===== config.mk =====
export PLATFORM = sky130hd
export DESIGN_NAME = hpi_autoinc_seq
export DESIGN_NICKNAME = d
export VERILOG_FILES = /design/src/rtl/hpi_seq_pkg.sv /design/src/rtl/hpi_cmd_select.sv /design/src/rtl/hpi_ptr_unit.sv /design/src/rtl/hpi_prefetch_buf.sv /design/src/rtl/hpi_mem_seq.sv /design/src/rtl/hpi_autoinc_seq.sv
export SDC_FILE = /design/constraint.sdc
export NUM_CORES = 1
export LEC_CHECK = 0
export BUFFER_PORTS_ARGS = -buffer_cell sky130_fd_sc_hd__buf_2
export CAP_MARGIN = 20
export CELL_PAD_IN_SITES_DETAIL_PLACEMENT = 1
export CELL_PAD_IN_SITES_GLOBAL_PLACEMENT = 2
export CORE_MARGIN = 2
export CORE_UTILIZATION = 30
export CTS_BUF_LIST = sky130_fd_sc_hd__clkbuf_8 sky130_fd_sc_hd__clkbuf_16
export DETAILED_ROUTE_END_ITERATION = 10
export PLACE_DENSITY = 0.83
export SLEW_MARGIN = 15
export SYNTH_ARGS = -nofsm -noshare
export SYNTH_HDL_FRONTEND = slang
export SYNTH_HIERARCHICAL = 1
export SYNTH_SLANG_ARGS = --single-unit

===== constraint.sdc =====
create_clock -name clk -period 3.56 [get_ports clk]
set_input_delay 0 -clock clk [delete_from_list [all_inputs] [get_ports clk]]
set_output_delay 0 -clock clk [all_outputs]
set_load 0.05 [all_outputs]

===== src/rtl/hpi_seq_pkg.sv =====
// Shared types for the auto-increment sequencer.
// Assumes: one command decoded per cycle, whole-word transfers only.
package hpi_seq_pkg;

    // Sequencer phase: what the memory port is doing right now.
    typedef enum logic [1:0] {
        SQ_IDLE     = 2'd0,
        SQ_DEMAND   = 2'd1,
        SQ_STORE    = 2'd2,
        SQ_PREFETCH = 2'd3
    } seq_state_e;

    // Host command after priority selection.
    typedef enum logic [1:0] {
        OP_NONE  = 2'd0,
        OP_PTR   = 2'd1,
        OP_WRITE = 2'd2,
        OP_READ  = 2'd3
    } host_op_e;

endpackage


===== src/rtl/hpi_cmd_select.sv =====
// Picks at most one host command per cycle.
// Pointer load beats data write, data write beats data read.
// Assumes: commands are only meaningful while accept is high; otherwise dropped.
module hpi_cmd_select
    import hpi_seq_pkg::*;
(
    input  logic     accept,
    input  logic     ptr_wr,
    input  logic     dat_wr,
    input  logic     dat_rd,
    output host_op_e op
);

    // Fixed-priority choice, gated by acceptance.
    always_comb begin
        op = OP_NONE;
        if (accept) begin
            if (ptr_wr)      op = OP_PTR;
            else if (dat_wr) op = OP_WRITE;
            else if (dat_rd) op = OP_READ;
        end
    end

endmodule


===== src/rtl/hpi_ptr_unit.sv =====
// Word-address pointer: loaded by the host, stepped by one per completed word.
// Assumes: load and step are never requested in the same cycle.
module hpi_ptr_unit #(
    parameter int AW = 16
) (
    input  logic          clk,
    input  logic          rst_n,
    input  logic          load,
    input  logic [AW-1:0] load_val,
    input  logic          step,
    output logic [AW-1:0] ptr
);

    localparam logic [AW-1:0] ONE = AW'(1);

    // Pointer register update.
    always_ff @(posedge clk) begin
        if (!rst_n)    ptr <= '0;
        else if (load) ptr <= load_val;
        else if (step) ptr <= ptr + ONE;
    end

    // a load takes priority over stepping and lands in the next cycle.
    assert_load_lands_R2: assert property (@(posedge clk) disable iff (!rst_n)
        load |=> (ptr == $past(load_val)));

endmodule


===== src/rtl/hpi_prefetch_buf.sv =====
// One-word prefetch holder. Filled by a completed prefetch, emptied when the
// host consumes it or when anything makes it stale.
// Assumes: fill never coincides with take or drop.
module hpi_prefetch_buf #(
    parameter int DW = 32
) (
    input  logic          clk,
    input  logic          rst_n,
    input  logic          fill,
    input  logic [DW-1:0] fill_data,
    input  logic          take,
    input  logic          drop,
    output logic          valid,
    output logic [DW-1:0] data
);

    // Valid flag: cleared by consume or invalidate, set by fill.
    always_ff @(posedge clk) begin
        if (!rst_n)            valid <= 1'b0;
        else if (take || drop) valid <= 1'b0;
        else if (fill)         valid <= 1'b1;
    end

    // Data holder: captures the prefetched word.
    always_ff @(posedge clk) begin
        if (!rst_n)    data <= '0;
        else if (fill) data <= fill_data;
    end

    // a drop always leaves the buffer empty in the next cycle.
    assert_drop_empties_R13: assert property (@(posedge clk) disable iff (!rst_n)
        drop |=> !valid);

endmodule


===== src/rtl/hpi_mem_seq.sv =====
// Memory-side sequencer: runs demand reads, writes and prefetches one at a
// time on a request/acknowledge port, and drives host ready.
// Assumes: mem_ack is a single-cycle pulse answering the raised request.
module hpi_mem_seq
    import hpi_seq_pkg::*;
#(
    parameter int DW  = 32,
    parameter int BEW = DW / 8
) (
    input  logic           clk,
    input  logic           rst_n,
    input  host_op_e       op,
    input  logic           inc,
    input  logic [DW-1:0]  wdata,
    input  logic [BEW-1:0] be,
    input  logic           buf_valid,
    input  logic [DW-1:0]  buf_data,
    input  logic           mem_ack,
    input  logic [DW-1:0]  mem_rdata,
    output logic           mem_req,
    output logic           mem_we,
    output logic [DW-1:0]  mem_wdata,
    output logic [BEW-1:0] mem_be,
    output logic           ptr_load,
    output logic           ptr_step,
    output logic           buf_fill,
    output logic           buf_take,
    output logic           buf_drop,
    output logic           rd_valid,
    output logic [DW-1:0]  rd_data,
    output logic           host_rdy
);

    seq_state_e state, state_nx;
    logic       inc_q;
    logic       hit;
    logic       rd_fire;

    assign hit       = (op == OP_READ) && inc && buf_valid;
    assign mem_req   = (state != SQ_IDLE);
    assign mem_we    = (state == SQ_STORE);
    assign host_rdy  = (state == SQ_IDLE);

    // Next-phase and side-effect decode.
    always_comb begin
        state_nx = state;
        ptr_load = 1'b0;
        ptr_step = 1'b0;
        buf_fill = 1'b0;
        buf_take = 1'b0;
        buf_drop = 1'b0;
        rd_fire  = 1'b0;
        unique case (state)
            SQ_IDLE: begin
                unique case (op)
                    OP_PTR: begin
                        ptr_load = 1'b1;
                        buf_drop = 1'b1;
                    end
                    OP_WRITE: begin
                        state_nx = SQ_STORE;
                        buf_drop = 1'b1;
                    end
                    OP_READ: begin
                        if (hit) begin
                            buf_take = 1'b1;
                            ptr_step = 1'b1;
                            rd_fire  = 1'b1;
                            state_nx = SQ_PREFETCH;
                        end else begin
                            buf_drop = 1'b1;
                            state_nx = SQ_DEMAND;
                        end
                    end
                    default: ;
                endcase
            end
            SQ_DEMAND: begin
                if (mem_ack) begin
                    rd_fire  = 1'b1;
                    ptr_step = inc_q;
                    state_nx = inc_q ? SQ_PREFETCH : SQ_IDLE;
                end
            end
            SQ_STORE: begin
                if (mem_ack) begin
                    ptr_step = inc_q;
                    state_nx = SQ_IDLE;
                end
            end
            SQ_PREFETCH: begin
                if (mem_ack) begin
                    buf_fill = 1'b1;
                    state_nx = SQ_IDLE;
                end
            end
            default: state_nx = SQ_IDLE;
        endcase
    end

    // Phase register.
    always_ff @(posedge clk) begin
        if (!rst_n) state <= SQ_IDLE;
        else        state <= state_nx;
    end

    // Latch the command's increment flag, data and enables on acceptance.
    always_ff @(posedge clk) begin
        if (!rst_n) begin
            inc_q     <= 1'b0;
            mem_wdata <= '0;
            mem_be    <= '0;
        end else if (state == SQ_IDLE && op != OP_NONE && op != OP_PTR) begin
            inc_q <= inc;
            if (op == OP_WRITE) begin
                mem_wdata <= wdata;
                mem_be    <= be;
            end
        end
    end

    // Host read return: buffered word on a hit, memory word on a demand ack.
    always_ff @(posedge clk) begin
        if (!rst_n) begin
            rd_valid <= 1'b0;
            rd_data  <= '0;
        end else begin
            rd_valid <= rd_fire;
            if (rd_fire) rd_data <= (state == SQ_IDLE) ? buf_data : mem_rdata;
        end
    end

    // a waiting request keeps its direction, data and enables.
    assert_req_hold_R11: assert property (@(posedge clk) disable iff (!rst_n)
        (mem_req && !mem_ack) |=> (mem_req && mem_we == $past(mem_we)
                                   && $stable(mem_wdata) && $stable(mem_be)));

    // the read strobe never lasts more than one cycle.
    assert_rd_pulse_R5: assert property (@(posedge clk) disable iff (!rst_n)
        rd_valid |=> !rd_valid);

    // host is held off in the cycle after any accepted data command.
    assert_busy_after_cmd_R8: assert property (@(posedge clk) disable iff (!rst_n)
        (host_rdy && (op == OP_WRITE || op == OP_READ)) |=> !host_rdy);

endmodule


===== src/rtl/hpi_autoinc_seq.sv =====
// Top: auto-increment prefetch and ready controller behind a host port.
// Combines command selection, the pointer, the prefetch buffer and the
// memory sequencer. Assumes a register decoder upstream that has already
// assembled whole words and presents single-cycle command pulses.
module hpi_autoinc_seq
    import hpi_seq_pkg::*;
#(
    parameter int AW  = 16,
    parameter int DW  = 32,
    parameter int BEW = DW / 8
) (
    input  logic           clk,
    input  logic           rst_n,
    input  logic           ptr_wr,
    input  logic [AW-1:0]  ptr_wdata,
    input  logic           dat_wr,
    input  logic           dat_rd,
    input  logic           dat_inc,
    input  logic [DW-1:0]  dat_wdata,
    input  logic [BEW-1:0] dat_be,
    output logic           rd_valid,
    output logic [DW-1:0]  rd_data,
    output logic [AW-1:0]  ptr_value,
    output logic           host_rdy,
    output logic           ctl_rdy_bit,
    output logic           mem_req,
    output logic           mem_we,
    output logic [AW-1:0]  mem_addr,
    output logic [DW-1:0]  mem_wdata,
    output logic [BEW-1:0] mem_be,
    input  logic           mem_ack,
    input  logic [DW-1:0]  mem_rdata
);

    host_op_e      op;
    logic          ptr_load, ptr_step;
    logic          buf_fill, buf_take, buf_drop, buf_valid;
    logic [DW-1:0] buf_data;

    hpi_cmd_select u_sel (
        .accept (host_rdy),
        .ptr_wr (ptr_wr),
        .dat_wr (dat_wr),
        .dat_rd (dat_rd),
        .op     (op)
    );

    hpi_ptr_unit #(.AW(AW)) u_ptr (
        .clk      (clk),
        .rst_n    (rst_n),
        .load     (ptr_load),
        .load_val (ptr_wdata),
        .step     (ptr_step),
        .ptr      (ptr_value)
    );

    hpi_prefetch_buf #(.DW(DW)) u_buf (
        .clk       (clk),
        .rst_n     (rst_n),
        .fill      (buf_fill),
        .fill_data (mem_rdata),
        .take      (buf_take),
        .drop      (buf_drop),
        .valid     (buf_valid),
        .data      (buf_data)
    );

    hpi_mem_seq #(.DW(DW), .BEW(BEW)) u_seq (
        .clk       (clk),
        .rst_n     (rst_n),
        .op        (op),
        .inc       (dat_inc),
        .wdata     (dat_wdata),
        .be        (dat_be),
        .buf_valid (buf_valid),
        .buf_data  (buf_data),
        .mem_ack   (mem_ack),
        .mem_rdata (mem_rdata),
        .mem_req   (mem_req),
        .mem_we    (mem_we),
        .mem_wdata (mem_wdata),
        .mem_be    (mem_be),
        .ptr_load  (ptr_load),
        .ptr_step  (ptr_step),
        .buf_fill  (buf_fill),
        .buf_take  (buf_take),
        .buf_drop  (buf_drop),
        .rd_valid  (rd_valid),
        .rd_data   (rd_data),
        .host_rdy  (host_rdy)
    );

    // Memory address is the pointer itself; ready state mirrored for polling.
    assign mem_addr    = ptr_value;
    assign ctl_rdy_bit = host_rdy;

    // the address of a waiting request does not move.
    assert_addr_hold_R11: assert property (@(posedge clk) disable iff (!rst_n)
        (mem_req && !mem_ack) |=> $stable(mem_addr));

    // the pointer only ever steps by one word or takes a host load.
    assert_ptr_step_R4: assert property (@(posedge clk) disable iff (!rst_n)
        !$stable(ptr_value) |-> ((ptr_value == $past(ptr_value) + AW'(1)) || $past(ptr_wr)));

    // a prefetched word is only held while the memory port is quiet.
    assert_buf_quiet_R7: assert property (@(posedge clk) disable iff (!rst_n)
        buf_valid |-> !mem_req);

endmodule


==> results by group, run 1 <==
Synth
  • Post-synthesis sequential area ratio: 43.18%
  • Seq cells post-synth: 121
  • Synth cell count leaders: 121 x dfxtp_1, 82 x nand2_1, 67 x mux2i_1
  • Post-Syn Area: 0.005610 sq mm
  • Number of enable flip-flop cells after synthesis: 0
  • Syn Inst Count: 573
  • Synthesis Warnings: 6
  • Syn Area/Cell: 9.791 sq um
  • Syn_nets: 673
  • Asr flop ratio synth: 0%
  • Yosys top cell by area: dfxtp_1
  • Most common cell in the synthesized netlist: dfxtp_1
  • Synth unique cells: 43
  • Largest cells by area after synthesis: dfxtp_1 43%, mux2i_1 12%, o211a_1 6.6%, nand2_1 5.5%, a21boi_1 4.8%
  • Post-synth top area share: 43.18%
  • Most used DFF post-synth: dfxtp_1

Critical path
  • CP endpoint kind: flop
  • CP delay by family, top: simple AND/OR/NAND/NOR gates
  • Crit path launch: u_seq/state[1]
  • WS Path Type: flop to flop
  • Worst path arrival time: 3.39 ns
  • Startpoint Class: flop
  • WP data required: 3.81 ns
  • Crit Reg-Reg Startpoint: u_seq/state[1]
  • Critical path fanouts, max: 11
  • Worst r2r path cells: 11
  • Stages on worst setup path: 11
  • CP Cell Sequence: inv_1, ha_2, nor3b_1, ha_1, and4_1, a31oi_1, nor2_1, nand4_4, nor4_4, xnor2_1, a21oi_1
  • Crit-path max cell delay: 0.48 ns
  • Worst Path Buf+Inv: 1
  • Slowest-stage cell, CP: nor2_1

Floorplanning
  • Die H: 140.8 um
  • Core footprint: 0.01852 sq mm
  • Row count: 50
  • Die X-Extent: 140.8 um
  • Initial Util: 30.30%
  • Full die area: 0.01981 sq mm
  • # IOs: 196

Timing
  • Period utilization: 88.40%
  • Setup total negative slack: 0 ns
  • Hold Vio Cnt, Final: 0
  • RSZ-0062 raised after global routing: no
  • Worst Skew: 0.007740 ns
  • Max Clock Freq: 317.7 MHz
  • Period minus WS final: 3.147 ns
  • Final setup margin: 0.4128 ns
  • Hold_ws: 0.05731 ns
  • Slew HR: 44.74%
  • Final setup violating endpoints: 0
  • Worst-margin pin slew: 0.8280 ns
  • Slew Limit Fails: 0

Placement
  • Gpl congestion: 0.7368
  • I/O Buffers: 195
  • Pre-CTS setup slack: 0.4116 ns
  • Hpwl dp: 10,770 um

Drt
  • First drt pass iteration count: 4
  • DRT Wirelength: 16,700 um
  • Initial drt markers: 143
  • Via count: 5,085
  • Vias per inst: 4.766
  • Avg WL per Cell: 15.65 um
  • DRC violations left: 0
  • ANT nets after route: 0

CTS
  • CTS tree: built
  • Clk buf depth: 2
  • Clk sinks: 121
  • Clk pin slew, worst setup/hold paths: 0.05 ns
  • H-tree depth: 4
  • Setup Buffers After CTS: 0
  • CTS Buf Count: 17
  • Clock Latency Late Sink: 0.40 ns
  • Clk root buf: clkbuf_16

Final layout
  • Share of cells above drive strength 1: 29.41%
  • # nets final: 920
  • Area Growth Syn to Fin: 44.00%
  • N_diodes: 0
  • Filler cells: 2,114

Power and ir drop
  • Total power: 5.294 mW
  • VDD IR max: 0.3566 mV
  • Leakage power: 3.952 nW
  • Power per Cell Area: 655.2 mW/mm^2

Global routing
  • Initial antenna violation count: 1
  • First-pass GRT wire length: 26,500 um
  • Total GRT Usage: 16.56%
  • Total congestion overflow: 0
  • Largest net degree at the start of global routing: 123
  • Number of global-route vias before repair: 5,289

Min path
  • Hold Path Stages: 3
  • Hold crit path type: primary input to flop
  • Min-Delay Startpoint: mem_ack

Status
  • Outcome: finished clean

Job
  • Max Cap Violations: 0
path summary, 6_finish.rpt:
kind	to	slack [ns]
setup / recovery	u_ptr/ptr[14]	0.41
hold / removal	u_seq/state[1]	0.06
setup reg to reg	u_ptr/ptr[14]	0.41
hold reg to reg	u_seq/mem_wdata[27]	0.45
metrics by stage:
stage	instance area (sq um)	util [%]	instances
2_1_floorplan	5610	-	573
3_3_place_gp	6565	35.45	947
3_5_place_dp	6565	35.45	947
4_1_cts	8016	43.29	1064
5_1_grt	8079	43.63	1067
6_report	8079	43.63	1067
layer usage:
metal  global-route usage, %  vias up  wire [um]
met5                       0        -         12
met4                   5.263        2        203
met3                   4.484       18        794
met2                   29.32      129       8388
met1                   19.50     2465       7302
li1                        -     2471          -
sequential cells by signal, summed over array words and instances (netlist names):
name             cells
u_ptr/ptr           16
u_seq/rd_data       32
u_seq/state          2
u_buf/data          32
u_seq/mem_be         4
u_seq/inc_q          1
u_buf/valid          1
u_seq/mem_wdata     32
u_seq/rd_valid       1
area by class of cell:
class / count / area (sq um) / area share (%)
clock buffers: 20 / 466.7 / 5.777
clock inverters: 12 / 133.9 / 1.657
inverters: 10 / 37.54 / 0.4646
multi-input cells: 381 / 2764 / 34.21
flip-flops and latches: 121 / 2422 / 29.98
well taps: 234 / 292.8 / 3.624
repair buffers: 289 / 1962 / 24.28
cell families (layout without fill, tap and decap cells):
kind of cell	count (synthesis)	in the layout	share of synthesized area [%]
xor gates and xnor gates	15	15	2.342
and+or+nand+nor	154	154	15.23
DFF	121	121	43.18
buffers and inverters	71	331	7.895
muxes	67	67	11.95
AOI/OAI and AO/OA	136	136	17.40
adders and majority gates	9	9	2.007
worst register-to-register path, cell delays in order (launching register included):
cell     delay, ns
dfxtp_1       0.35
inv_1         0.10
ha_2          0.20
nor3b_1       0.35
ha_1          0.30
and4_1        0.23
a31oi_1       0.05
nor2_1        0.48
nand4_4       0.32
nor4_4        0.37
xnor2_1       0.16
a21oi_1       0.09
power breakdown:
| part | internal, mW | switching, mW |
|---|---|---|
| Clock | 1.14 | 0.607 |
| Combinational | 0.603 | 1.30 |
| Sequential | 1.49 | 0.157 |
| Total | 3.23 | 2.06 |
what timing repair did:
action | in CTS | in global routing
resized for setup | 0 | 0
hold buffers | 85 | 0
endpoints found under the hold margin | 114 | 0
placed cells by master, fill, tap and decap left out, types with 8 or more instances in the layout:
cell type	count
buf_2	194
dfxtp_1	121
dlygate4sd3_1	85
nand2_1	82
mux2i_1	67
o21ai_0	43
o211a_1	37
a21boi_1	36
nor2b_1	34
clkbuf_16	17
inv_1	14
a21oi_1	13
xnor2_1	12
ha_1	8
Note: power is estimated with default switching activity, not from simulation.
==> inputs of run 2 (changes only) <==
CTS_BUF_LIST = not set   (was sky130_fd_sc_hd__clkbuf_8 sky130_fd_sc_hd__clkbuf_16)
==> run 2 against run 1 <==
Register-to-register slack hardly changed. Combinational power about the same. Global-route usage hardly changed. Maximum frequency rose by 0.16%. First-iteration DRC count down 2.8%. Setup slack improved by 0.0051 ns. Via count is 0.18% higher. Highest routed layer unchanged. Total power grew 0.28%. Non-clock buffer count unchanged. Critical path depth did not move. Sequential share of layout area stayed put. Clock-buffer cell count is 5 higher.
==> results by group, run 2 (synthesized netlist as in run 1, its figures left out) <==
CTS
  • Clk sinks: 121 (unchanged)
  • Clk root buf: clkbuf_16
  • H-tree depth: 4 (unchanged)
  • CTS tree: built
  • Clk pin slew, worst setup/hold paths: 0.05 ns (about the same)
  • CTS Buf Count: 17 (unchanged)
  • Clock Latency Late Sink: 0.40 ns (about the same)
  • Clk buf depth: 2 (unchanged)

Status
  • Outcome: finished clean

Final layout
  • Util after Layout: 43.63% (unchanged)
  • Commonest cells after routing, fill and taps aside: 194 x buf_2, 121 x dfxtp_1, 85 x dlygate4sd3_1
  • Share of cells above drive strength 1: 29.41% (unchanged)
  • Area Growth Syn to Fin: 44.00% (unchanged)
  • Commonest non-fill, non-tap cell in the layout: buf_2
  • # nets final: 920 (unchanged)
  • N_diodes: 0 (unchanged)
  • Leading registers by flop count: u_buf/data (32), u_seq/mem_wdata (32), u_seq/rd_data (32)

Critical path
  • WP data required: 3.81 ns (about the same)
  • Critical path fanouts, max: 11 (unchanged)
  • Startpoint Class: flop
  • CP endpoint kind: flop
  • WS Path Type: flop to flop
  • Worst path arrival time: 3.39 ns (about the same)

Placement
  • I/O Buffers: 195 (unchanged)
  • Gpl congestion: 0.7368 (unchanged)
  • Hpwl dp: 10,770 um (unchanged)

Global routing
  • Largest net degree at the start of global routing: 123 (unchanged)
  • Total GRT Usage: 16.56% (about the same)
  • First-pass GRT wire length: 26,480 um (about the same)
  • Total congestion overflow: 0 (unchanged)
  • Initial antenna violation count: 1 (unchanged)
  • Number of global-route vias before repair: 5,283 (-0.11%)

Drt
  • Initial drt markers: 139 (-2.8%)
  • ANT nets after route: 0 (unchanged)
  • DRC violations left: 0 (unchanged)
  • Vias per inst: 4.774 (+0.18%)
  • First drt pass iteration count: 4 (unchanged)
  • DRT Wirelength: 16,710 um (about the same)
  • Via count: 5,094 (+0.18%)
  • Avg WL per Cell: 15.66 um (about the same)

Timing
  • Hold Vio Cnt, Final: 0 (unchanged)
  • Worst Skew: 0.007388 ns (-0.0003517 ns)
  • RSZ-0062 raised after global routing: no
  • Slew HR: 44.09% (-0.65 points)
  • Period minus WS final: 3.142 ns (-0.005051 ns)
  • Period utilization: 88.26% (-0.14 points)
  • Worst-margin pin slew: 0.8377 ns (+0.009732 ns)
  • Final setup violating endpoints: 0 (unchanged)
  • Slew Limit Fails: 0 (unchanged)
  • Max Clock Freq: 318.3 MHz (+0.16%)
  • Setup total negative slack: 0 ns (unchanged)

Min path
  • Hold crit path type: primary input to flop

Power and ir drop
  • Net Sw Power: 2.060 mW (about the same)
  • Reg power frac: 31.0% (about the same)
  • Power per Cell Area: 657.1 mW/mm^2 (+0.28%)
  • Combinational power share: 35.8% (about the same)
  • VDD IR max: 0.3565 mV (about the same)
  • Leakage power: 3.931 nW (-0.52%)
  • Switching share of power: 38.81% (-0.10 points)
  • Clock Power Share: 33.2% (+0.2 points)
  • Power Internal: 3.248 mW (+0.45%)

Floorplanning
  • # IOs: 196 (unchanged)
  • Initial Util: 30.30% (unchanged)
  • Row count: 50 (unchanged)
  • Die H: 140.8 um (unchanged)
  • Die X-Extent: 140.8 um (unchanged)
  • Core footprint: 0.01852 sq mm (unchanged)
  • Full die area: 0.01981 sq mm (unchanged)

Job
  • Max Cap Violations: 0 (unchanged)
## run 2: changes by cell type in the layout (fill, tap and decap cells not counted)
| cell | delta |
|---|---|
| clkbuf_1 | +5 |
| inv_1 | -5 |
## run 2: path summary, 6_finish.rpt
kind / from / to / slack (ns) / depth (start not counted)
max: u_seq/state[1] / u_ptr/ptr[14] / 0.42 / 11
min: mem_ack / u_seq/state[1] / 0.05 / 3
max reg2reg: u_seq/state[1] / u_ptr/ptr[14] / 0.42 / 11
min reg2reg: u_seq/mem_wdata[27] / u_seq/mem_wdata[27] / 0.45 / 2
## run 2: power by group through the flow
| stage | combinational, mW | sequential, mW | clock, mW |
|---|---|---|---|
| detailed placement | 1.83 | 1.67 | 0 |
| global route | 2.02 | 1.66 | 1.88 |
| finish | 1.90 | 1.65 | 1.76 |
| global placement | 1.80 | 1.66 | 0 |
| CTS | 1.91 | 1.64 | 1.81 |
| floorplan | 1.08 | 2.05 | 0 |
## run 2: stage by stage
step	power, mW	instances	cell area (sq um)	hold slack [ns]	worst slack [ns]
after floorplan	3.134	573	5610	0.1282	0.2041
after global placement	3.456	947	6565	0.2285	0.5731
after detailed placement	3.502	947	6565	0.2328	0.4116
after CTS	5.366	1064	8016	0.02290	0.4089
after global routing	5.561	1067	8079	0.07094	0.1861
final	5.309	1067	8079	0.04773	0.4179
## run 2: layout make-up
cell class,instances,area [sq um]
inverter,10,37.54
multi-input combinational,381,2764
sequential,121,2422
timing repair buffer,289,1962
clock inverter,7,115.1
fill,2114,10440
tap,234,292.8
clock buffer,25,485.5
## run 2: per-layer routing
| layer | global-route usage, % | vias up | wire, um |
|---|---|---|---|
| li1 | - | 2470 | - |
| met1 | 19.48 | 2475 | 7333 |
| met2 | 29.37 | 129 | 8372 |
| met3 | 4.484 | 18 | 792 |
| met4 | 5.158 | 2 | 203 |
| met5 | 0 | - | 12 |
## run 2: repair_timing
item	CTS	global route
resized for setup	0	0
hold buffers	85	0
hold endpoints to repair	114	0
endpoints found under the setup margin	0	0
buffers inserted	0	0
## run 2: critical path, stage by stage (launching register included)
cell and delay, ns:
dfxtp_1 0.35, inv_1 0.10, ha_2 0.20, nor3b_1 0.35, ha_1 0.30, and4_1 0.23
a31oi_1 0.05, nor2_1 0.48, nand4_4 0.31, nor4_4 0.36, xnor2_1 0.16, a21oi_1 0.09
